<file path="src/rtl/dtg_pkg.sv">
package dtg_pkg;

   // Selects how the blanking window is measured.
   typedef enum logic {
      DTG_RUN_COUNT = 1'b0,   // saturating counter of equal samples
      DTG_HIST_TAP  = 1'b1    // history shift register with tap window
   } dtg_impl_e;

   localparam int DTG_MIN_W = 2;
   localparam int DTG_MAX_W = 16;

endpackage

</file>
<file path="src/rtl/dtg_run_counter.sv">
// Blanking by run length: counts how many earlier samples matched the current one.
module dtg_run_counter #(
   parameter int DT_W = 8
) (
   input  logic            clk,
   input  logic            rst,
   input  logic            samp,
   input  logic [DT_W-1:0] dt_eff,
   output logic            quiet
);
   localparam logic [DT_W-1:0] RUN_MAX = {DT_W{1'b1}};

   logic            prev_q;
   logic [DT_W-1:0] run_q;
   logic [DT_W-1:0] run_nx;

   always_comb begin
      if (samp != prev_q)      run_nx = '0;
      else if (run_q == RUN_MAX) run_nx = run_q;
      else                      run_nx = run_q + 1'b1;
      quiet = (run_nx >= dt_eff);
   end

   always_ff @(posedge clk) begin
      if (rst) begin
         prev_q <= samp;
         run_q  <= RUN_MAX;
      end else begin
         prev_q <= samp;
         run_q  <= run_nx;
      end
   end
endmodule

</file>
<file path="src/rtl/dtg_hist_tap.sv">
// Blanking by history: the current sample must equal the last dt_eff samples.
module dtg_hist_tap #(
   parameter int DT_W = 8
) (
   input  logic            clk,
   input  logic            rst,
   input  logic            samp,
   input  logic [DT_W-1:0] dt_eff,
   output logic            quiet
);
   localparam int DEPTH = (1 << DT_W) - 1;

   logic [DEPTH-1:0] hist_q;

   always_comb begin
      quiet = 1'b1;
      for (int k = 0; k < DEPTH; k++) begin
         if ((dt_eff > DT_W'(k)) && (hist_q[k] != samp)) quiet = 1'b0;
      end
   end

   always_ff @(posedge clk) begin
      if (rst) hist_q <= {DEPTH{samp}};
      else     hist_q <= {hist_q[DEPTH-2:0], samp};
   end
endmodule

</file>
<file path="src/rtl/dtg_drive_pair.sv">
// One register stage for both enables, so the two paths see matched delay.
module dtg_drive_pair (
   input  logic clk,
   input  logic rst,
   input  logic samp,
   input  logic quiet,
   output logic en_true,
   output logic en_comp
);
   always_ff @(posedge clk) begin
      if (rst) begin
         en_true <= 1'b0;
         en_comp <= 1'b0;
      end else begin
         en_true <=  samp & quiet;
         en_comp <= ~samp & quiet;
      end
   end
endmodule

</file>
<file path="src/rtl/dead_time_gen.sv">
module dead_time_gen
   import dtg_pkg::*;
#(
   parameter int        DT_W = 8,
   parameter dtg_impl_e IMPL = DTG_RUN_COUNT
) (
   input  logic            clk,
   input  logic            rst,
   input  logic            pwm_in,
   input  logic [DT_W-1:0] dead_cycles,
   output logic            en_true,
   output logic            en_comp
);
   localparam logic [DT_W-1:0] DT_ONE = DT_W'(1);

   generate
      if (DT_W < DTG_MIN_W || DT_W > DTG_MAX_W) begin : g_bad_width
         $error("dead_time_gen: DT_W out of supported range");
      end
   endgenerate

   logic [DT_W-1:0] dt_eff;
   logic            quiet;

   // zero dead time is raised to one cycle
   assign dt_eff = (dead_cycles == '0) ? DT_ONE : dead_cycles;

   generate
      if (IMPL == DTG_HIST_TAP) begin : g_hist
         dtg_hist_tap #(.DT_W(DT_W)) u_blank (
            .clk   (clk),
            .rst   (rst),
            .samp  (pwm_in),
            .dt_eff(dt_eff),
            .quiet (quiet)
         );
      end else begin : g_count
         dtg_run_counter #(.DT_W(DT_W)) u_blank (
            .clk   (clk),
            .rst   (rst),
            .samp  (pwm_in),
            .dt_eff(dt_eff),
            .quiet (quiet)
         );
      end
   endgenerate

   dtg_drive_pair u_drive (
      .clk    (clk),
      .rst    (rst),
      .samp   (pwm_in),
      .quiet  (quiet),
      .en_true(en_true),
      .en_comp(en_comp)
   );
endmodule

</file>
<file path="config.mk">
export PLATFORM = sky130hd
export DESIGN_NAME = dead_time_gen
export DESIGN_NICKNAME = d
export VERILOG_FILES = /design/src/rtl/dtg_pkg.sv /design/src/rtl/dtg_run_counter.sv /design/src/rtl/dtg_hist_tap.sv /design/src/rtl/dtg_drive_pair.sv /design/src/rtl/dead_time_gen.sv
export SDC_FILE = /design/constraint.sdc
export NUM_CORES = 1
export LEC_CHECK = 0
export BUFFER_PORTS_ARGS = -buffer_cell sky130_fd_sc_hd__buf_4
export CAP_MARGIN = 5
export CORE_UTILIZATION = 47
export CTS_CLUSTER_SIZE = 10
export DETAILED_ROUTE_END_ITERATION = 10
export PLACE_DENSITY_LB_ADDON = 0.2
export SYNTH_ARGS = -nofsm -noshare
export SYNTH_HDL_FRONTEND = slang
export SYNTH_SLANG_ARGS = --single-unit
</file>
<file path="constraint.sdc">
create_clock -name clk -period 2.37 [get_ports clk]
set_input_delay 0 -clock clk [delete_from_list [all_inputs] [get_ports clk]]
set_output_delay 0 -clock clk [all_outputs]
set_load 0.02 [all_outputs]
</file>
; ---- Yosys cells after proc, flatten, opt, wreduce, memory -nomap -nowiden
; Cells that the tools add are included.
[classes]
addsub = 1
magnitude_cmp = 1
n_eq_ne = 2
mux = 3
bitwise = 3
n_reduce_logical = 1
[op_table]
columns = operator, n
row1 = 8-bit 2-to-1 mux, 3
row2 = 8-bit by 1-bit adder with 8-bit output (second input constant), 1
row3 = 8-bit equality test (second input constant), 1
row4 = 8-bit >= comparator, 1
row5 = 8-bit zero test, 1
row6 = 1-bit bitwise AND, 2
row7 = 1-bit inequality test, 1
row8 = 1-bit NOT, 1
[totals]
reg_bits = 11
in_bits = 11
output_inout_bits = 2
word_cells = 15

; ---- Longest topological paths before layout
; Gate-level depths: netlist of the first run.
[depth]
ltp_word = 5
ltp_mapped = 10
depth_no_buf = 10

; ---- Modules after synthesis
; A second synthesis of the first run with hierarchy kept.
[hier_totals]
hier_cells = 98
area_unflattened_um2 = 803.3
[modules_own_cells]
columns = module, instances, cells_per_inst, area_per_inst_um2, seq_area_each_um2
row1 = dtg_run_counter, 1, 84, 690.7, 180.2
row2 = dtg_drive_pair, 1, 4, 61.3, 40.0
row3 = dead_time_gen, 1, 10, 51.3, 0.0

; ---- Worst setup path after synthesis of the first run
; Ideal clock, no wire load.
[synth_path]
path_type = reg-to-reg
startpoint = register g_count.u_blank.run_q[0]
endpoint = register u_drive.en_true
arrival_ns = 2.287
required_ns = 2.248
path_slack_ns = -0.038
path_stages_with_launch = 11
n_path_buf = 0
period_less_slack_ns = 2.408
path_cell_list = dfxtp_1 -> ha_1 -> nand2_1 -> nor3_4 -> xnor2_1 -> nand2_1 -> ha_1 -> nand2b_1 -> a2111oi_2 -> nor3_1 -> o311a_1
[synth_via]
elab_chain_cells = 5
[synth_lines]
columns = element, line
row1 = "start, declared", dtg_run_counter.sv:14  ; logic [DT_W-1:0] run_q;
row2 = "start signal, assigned", dtg_run_counter.sv:30  ; run_q <= run_nx;
row3 = 8-bit by 1-bit adder with 8-bit output or 8-bit equality test (tied branches), "dtg_run_counter.sv:20, dtg_run_counter.sv:19"
row4 = 8-bit 2-to-1 mux (*), dtg_run_counter.sv:19  ; else if (run_q == RUN_MAX) run_nx = run_q;
row5 = 8-bit 2-to-1 mux (*), dtg_run_counter.sv:18  ; if (samp != prev_q) run_nx = '0;
row6 = 8-bit >= comparator (*), dtg_run_counter.sv:21  ; quiet = (run_nx >= dt_eff);
row7 = 1-bit bitwise AND (*), dtg_drive_pair.sv:15  ; en_true <= samp & quiet;
row8 = "end signal, assigned", dtg_drive_pair.sv:15
row9 = "end, declared", dtg_drive_pair.sv:7  ; output logic en_true,
; Every way passes the cells marked *; elsewhere a longest branch is shown, timed or not.
; A chain may end at the register's enable or synchronous reset.

; ---- Worst setup path in the final report of the first run
[layout_path]
startpoint = register g_count.u_blank.run_q[6]
endpoint = register u_drive.en_true
; Same word-level chain as after synthesis.

==> key figures, run 1 <==
Finish
  – Inserted Diodes: 0
  – Fraction of layout cells with a size suffix above 1: about a third
  – Area Overhead vs Synth: 37.1%
  – Post-layout nets: 130
  – Layout Cells excl Fill: ~120

GRT
  – Total grt overflow: 0
  – Met3 layer usage reported by global route: 5.22%
  – Met2 Track Usage GR: approximately a third
  – Peak-usage layer in the global routing report: met2
  – Pin count of the biggest net entering global routing: 10
  – Total routing resource utilization after global routing: 19.9%
  – Met1 track demand over resource in global routing: 21.8%
  – Vias in the first global route: 668
  – Initial antenna violation count: 0
  – First-pass GRT wire length: 2.65 mm

Synth
  – Async set-or-reset flop fraction in the synthesized netlist: 0%
  – Net count after synthesis: 103
  – Synth area leader: sky130_fd_sc_hd__dfxtp_1
  – Leading post-synthesis cells by instance count: sky130_fd_sc_hd__dfxtp_1, sky130_fd_sc_hd__ha_1, sky130_fd_sc_hd__inv_1, sky130_fd_sc_hd__nor2_1, sky130_fd_sc_hd__o21ai_0
  – Cell with the most instances after synthesis: sky130_fd_sc_hd__dfxtp_1
  – Largest cells by area after synthesis: sky130_fd_sc_hd__dfxtp_1, sky130_fd_sc_hd__ha_1, sky130_fd_sc_hd__o21ai_0, sky130_fd_sc_hd__inv_1, sky130_fd_sc_hd__nor2_1
  – Syn Inst Count: a little over 80
  – Post-Synthesis Cell Area: 732 sq um
  – Sequential area share after synthesis: between 30 and 40%
  – Number of warnings issued by yosys: 0
  – Synthesized area per cell: 8.82 sq um
  – Total of flip-flops plus latches after synthesis: 11
  – Most used DFF post-synth: sky130_fd_sc_hd__dfxtp_1
  – Number of enable-type register cells in the synthesized netlist: 0
  – Area share of the leading cell type in the synthesized netlist: 30.1%
  – Unique masters post-synth: 30

Critical path
  – Classification of the worst setup path: reg2reg
  – Arrival time worst endpoint: 2.47 ns
  – Cell with the biggest individual delay on the critical path: sky130_fd_sc_hd__dfxtp_1
  – Maximum fanout along the worst path: 4
  – Cell class contributing the biggest share of worst-path delay: simple AND/OR/NAND/NOR gates
  – Cell mode on critical path: sky130_fd_sc_hd__nand2_1
  – Worst setup SP type: flip-flop
  – Largest stage delay on the critical path: approximately 0.38 ns
  – CP bufs+invs: 0
  – CP Data Required Time: 2.53 ns
  – Crit. End Element: flip-flop
  – Cell Chain, Critical Path: nand2_1, nor3_4, xnor2_2, nand2_1, ha_1, nand2b_4, a2111oi_4, nor3_2, o311a_1

Clock tree
  – Clock tree sinks: 11
  – Number of buffers between clock root and the deepest sink: 2
  – Number of buffers added by the clock tree synthesis step: 3
  – Clock Root Buffer: sky130_fd_sc_hd__clkbuf_4
  – Clock insertion delay at the later pin of the skew report: 0.27 ns
  – H-tree depth: 1
  – Clock transition at the register clock pins on the worst setup and hold paths after CTS: 0.07 ns
  – CTS tree: done

Detailed routing
  – First-pass iteration count of the detailed router: 4
  – Final routed wirelength across all metal layers: 1.69 mm
  – Mean number of vias per cell: roughly 5.8
  – Average wire per cell in the routed design: around 14 microns
  – ANT nets after route: 0
  – Detailed router's first-iteration violation count: 6
  – Detailed-route via count: 713
  – DR DRC count: 0

Place
  – # placed instances: 116
  – Worst-case setup slack after placement: 0.00550 ns
  – I/O Buffers: 12
  – Routability congestion estimate from global placement: 0.787
  – Final HPWL from detailed placement: 1.28 mm

Timing
  – Fin. Hold Viols: 0
  – Slew at the pin closest to its max-slew limit: 0.433 ns
  – Worst Setup Slack, final: 0.0505 ns
  – Top achievable clock speed: 431 MHz
  – Share of the clock period used by the worst path after layout: 97.9%
  – Final Max Tran Viols: 0
  – Min Clock Period, post-route: approximately 2.3 ns
  – Endpoints failing setup: 0
  – Relative max-transition margin: 71.1%
  – Worst setup skew after layout: between 0.007 and 0.008 ns

Power and ir drop
  – Ratio of total power to cell area: 586 nW/um^2
  – Leakage: 0.477 nW
  – Max VDD drop: between 0.0003 and 0.0004 V

Job
  – # Max-Cap Violations: 0

Status
  – Status: completed

Floorplanning
  – Number of core rows: 13
  – Number of top-level pins: 13
  – Die Width: 41.5 microns
  – Effective utilization at floorplan: 53.6%
  – Die area: 1720 sq um
  – Placeable core region: 1370 sq um
  – Die H: 41.5 microns

Worst hold path
  – Type of the worst min-delay path: in2reg
## cells by family (layout without fill, tap and decap cells)
logic type / Yosys count / count (layout) / share of synthesized area [%]
and+or+nand+nor: 28 / 28 / 20.5
AOI/OAI and AO/OA: 23 / 23 / 23.9
DFF: 11 / 11 / 30.1
adders and majority gates: 9 / 9 / 15.4
buffers and inverters: 8 / 34 / 4.10
xor gates and xnor gates: 3 / 3 / 4.62
muxes: 1 / 1 / 1.37
## flip-flops by register name (all words and copies together), names as in the netlist
signal,count
g_count.u_blank.prev_q,1
g_count.u_blank.run_q,8
u_drive.en_comp,1
u_drive.en_true,1
## timing repair
action | CTS | global route
hold buffers | 2 | 0
setup endpoints to repair | 1 | 2
pin swaps | 5 | 4
gates cloned | 0 | 0
setup buffers | 1 | 1
gates resized for setup | 3 | 8
hold endpoints to repair | 5 | 0
## tightest hold or removal path, delay by kind of cell
family,cells,cell delay [ns]
buf+inv,2,0.15
fa+ha+maj,1,0.15
compound gates,1,0.14
## layout make-up
class	count	area, sq um
Inverter	8	30.0
Tap cell	15	18.8
Multi-Input combinational cell	64	534
Fill cell	106	363
Timing Repair Buffer	22	170
Sequential cell	11	224
Clock buffer	4	26.3
## report_power, final
group          switching, mW  internal (mW)  total, mW
logic                  0.117          0.115      0.231
registers             0.0169          0.205      0.222
clock network         0.0693         0.0650      0.134
total                  0.203          0.385      0.588
## path summary, 6_finish.rpt
check	start	end	slack [ns]	depth (start not counted)
worst min register to register	g_count.u_blank.run_q[4]	g_count.u_blank.run_q[5]	0.66	4
worst max-delay path	g_count.u_blank.run_q[6]	u_drive.en_true	0.05	9
worst min-delay path	dead_cycles[7]	u_drive.en_comp	0.21	4
worst max register to register	g_count.u_blank.run_q[6]	u_drive.en_true	0.05	9
## through the flow
| step | area, sq um | hold WS (ns) | util (%) | setup TNS, ns | power, mW |
|---|---|---|---|---|---|
| 6_report | 1000 | 0.214 | 73.4 | 0 | 0.588 |
| 5_1_grt | 1000 | 0.234 | 73.4 | -0.0410 | 0.625 |
| 4_1_cts | 950 | 0.220 | 69.5 | 0 | 0.556 |
| 3_5_place_dp | 886 | 0.163 | 64.8 | 0 | 0.418 |
| 3_3_place_gp | 886 | 0.163 | 64.8 | 0 | 0.411 |
| 2_1_floorplan | 732 | 0.0277 | - | 0 | 0.351 |
## metal layers
layer  share of wire [%]  vias to the layer above
met5                   0                        -
met2                  51                       18
met4                 1.6                        0
met1                  45                      333
li1                    -                      360
met3                 3.1                        2
## layout by cell type (no fill, tap or decap), drive strengths merged, types with 2 or more instances in the layout
cell type and n:
a211oi 2, a31oi 3, buf 20, clkbuf 4, dfxtp 11, dlygate4sd3 2, ha 9, inv 8
nand2 5, nand3 4, nand4 2, nor2 8, nor3 3, o21ai 6, o21bai 3, o311a 2
o31ai 2, or2 3, xnor2 2
No activity file was read; power rests on OpenSTA's default activity.
==> run 2: changes to the inputs <==
==> constraint.sdc (replaced) <==
create_clock -name clk -period 2.37 [get_ports clk]
set_input_delay 0.474 -clock clk [delete_from_list [all_inputs] [get_ports clk]]
set_output_delay 0.474 -clock clk [all_outputs]
set_load 0.02 [all_outputs]
==> key figures, run 2 (same netlist as run 1, synthesis figures left out) <==
Status
  – Status: completed

Finish
  – Top library cells by usage in the layout, fill and taps aside: sky130_fd_sc_hd__buf_4, sky130_fd_sc_hd__inv_1, sky130_fd_sc_hd__nor2_1, sky130_fd_sc_hd__ha_1, sky130_fd_sc_hd__dfxtp_1
  – Largest register FFs: 8
  – Combined area of the multi-input logic cells: 542 sq um
  – Area Overhead vs Synth: 37.6%
  – Most common cell after layout, fill and taps aside: sky130_fd_sc_hd__buf_4
  – Post-layout util: between 70% and 80%
  – Inserted Diodes: 0
  – Number of fill cells in the layout: 116
  – Post-layout nets: 130
  – Register with the most flip-flops: g_count.u_blank.run_q
  – Area taken by flip-flops and latches: 225 sq um
  – Fraction of layout cells with a size suffix above 1: 36.7%

GRT
  – First-pass GRT wire length: approximately 3.0 mm
  – Met2 Track Usage GR: around two fifths
  – Met3 layer usage reported by global route: 3.48%
  – Vias in the first global route: 748
  – Total routing resource utilization after global routing: 22.1%
  – Initial antenna violation count: 0
  – Peak-usage layer in the global routing report: met2
  – Total grt overflow: 0
  – Met1 track demand over resource in global routing: approximately a quarter
  – Pin count of the biggest net entering global routing: 7

Detailed routing
  – Mean number of vias per cell: 5.82
  – Detailed router's first-iteration violation count: 12
  – ANT nets after route: 0
  – Detailed-route via count: 722
  – Average wire per cell in the routed design: 14.1 microns
  – Final routed wirelength across all metal layers: 1.75 mm
  – DR DRC count: 0
  – First-pass iteration count of the detailed router: 4

Power and ir drop
  – Leakage: 0.483 nW
  – Max VDD drop: 0.000309 V
  – Total power after layout: between 0.5 and 0.6 mW
  – Ratio of total power to cell area: 591 nW/um^2

Floorplanning
  – Die area: about 1700 sq um
  – Effective utilization at floorplan: 53.6%
  – Number of core rows: 13
  – Die H: 41.5 microns
  – Placeable core region: about 1400 sq um
  – Die Width: 41.5 microns
  – Number of top-level pins: 13

Timing
  – Min Clock Period, post-route: 2.31 ns
  – Endpoints failing setup: 0
  – Slew at the pin closest to its max-slew limit: 0.349 ns
  – Fin. Hold Viols: 0
  – Relative max-transition margin: 76.5%
  – Top achievable clock speed: 432 MHz
  – Unrepaired setup endpoints after global routing: yes
  – Worst setup skew after layout: 0.00536 ns
  – Share of the clock period used by the worst path after layout: 97.6%
  – Final Max Tran Viols: 0

Clock tree
  – Clock insertion delay at the later pin of the skew report: roughly 0.28 ns
  – Number of buffers added to fix hold violations after cts: 0
  – Number of buffers added by the clock tree synthesis step: 3
  – Clock transition at the register clock pins on the worst setup and hold paths after CTS: 0.08 ns
  – H-tree depth: 1
  – Clock Root Buffer: sky130_fd_sc_hd__clkbuf_4
  – Clock tree sinks: 11
  – Number of buffers between clock root and the deepest sink: 2
  – CTS tree: done

Critical path
  – CP Data Required Time: 2.53 ns
  – Classification of the worst setup path: reg2reg
  – Maximum fanout along the worst path: 3
  – Crit. End Element: flip-flop
  – Arrival time worst endpoint: 2.48 ns
  – Worst setup SP type: flip-flop

Place
  – Routability congestion estimate from global placement: 0.756
  – Final HPWL from detailed placement: 1.36 mm
  – I/O Buffers: 12

Job
  – # Max-Cap Violations: 0

Worst hold path
  – Type of the worst min-delay path: in2reg
-- run 2: repair_timing --
action	CTS	global route
resized for setup	7	6
endpoints found under the setup margin	2	2
pin swaps	3	6
buffers inserted	2	1
-- run 2: path summary, 6_finish.rpt --
path                            start                       end  slack (ns)  depth (start not counted)
min                            pwm_in    g_count.u_blank.prev_q        0.36                          1
min reg2reg  g_count.u_blank.run_q[0]  g_count.u_blank.run_q[1]        0.72                          3
max          g_count.u_blank.run_q[1]           u_drive.en_true        0.06                         10
max reg2reg  g_count.u_blank.run_q[1]           u_drive.en_true        0.06                         10
-- run 2: layout make-up --
class / count / share of cell area, %
multi-input combinational: 64 / 53.8
sequential: 11 / 22.4
timing repair buffer: 22 / 16.4
inverter: 8 / 2.98
clock buffer: 4 / 2.61
tap: 15 / 1.86
-- run 2: layer usage --
metal,wire length [microns],vias to the layer above
li1,-,357
met1,701,335
met2,926,24
met3,66,6
met4,51,0
met5,0,-
-- run 2: stage by stage --
stage / setup WS (ns) / cell area, sq um / setup TNS, ns / cells / hold WS, ns
3_3_place_gp: 0.00720 / 901 / 0 / 118 / 0.636
6_report: 0.0559 / 1010 / 0 / 124 / 0.356
2_1_floorplan: 0.0314 / 732 / 0 / 83 / 0.502
3_5_place_dp: -0.0460 / 901 / -0.0460 / 118 / 0.639
4_1_cts: 0.00281 / 967 / 0 / 123 / 0.361
5_1_grt: -0.0502 / 1010 / -0.0503 / 124 / 0.359
-- run 2: worst max-delay path, stage by stage, from the launching register on --
cell	delay [ns]
sky130_fd_sc_hd__dfxtp_2	0.36
sky130_fd_sc_hd__ha_4	0.16
sky130_fd_sc_hd__nand2_4	0.06
sky130_fd_sc_hd__nor3_4	0.24
sky130_fd_sc_hd__xnor2_2	0.16
sky130_fd_sc_hd__nand2_1	0.08
sky130_fd_sc_hd__ha_1	0.28
sky130_fd_sc_hd__nand2b_4	0.15
sky130_fd_sc_hd__a2111oi_4	0.35
sky130_fd_sc_hd__nor3_2	0.08
sky130_fd_sc_hd__o311a_1	0.29
-- run 2: power breakdown --
| group | switching (mW) | internal, mW | leakage, nW | total (mW) |
|---|---|---|---|---|
| registers | 0.0204 | 0.206 | 0.0915 | 0.226 |
| logic | 0.117 | 0.119 | 0.376 | 0.236 |
| clock network | 0.0684 | 0.0653 | 0.0150 | 0.134 |
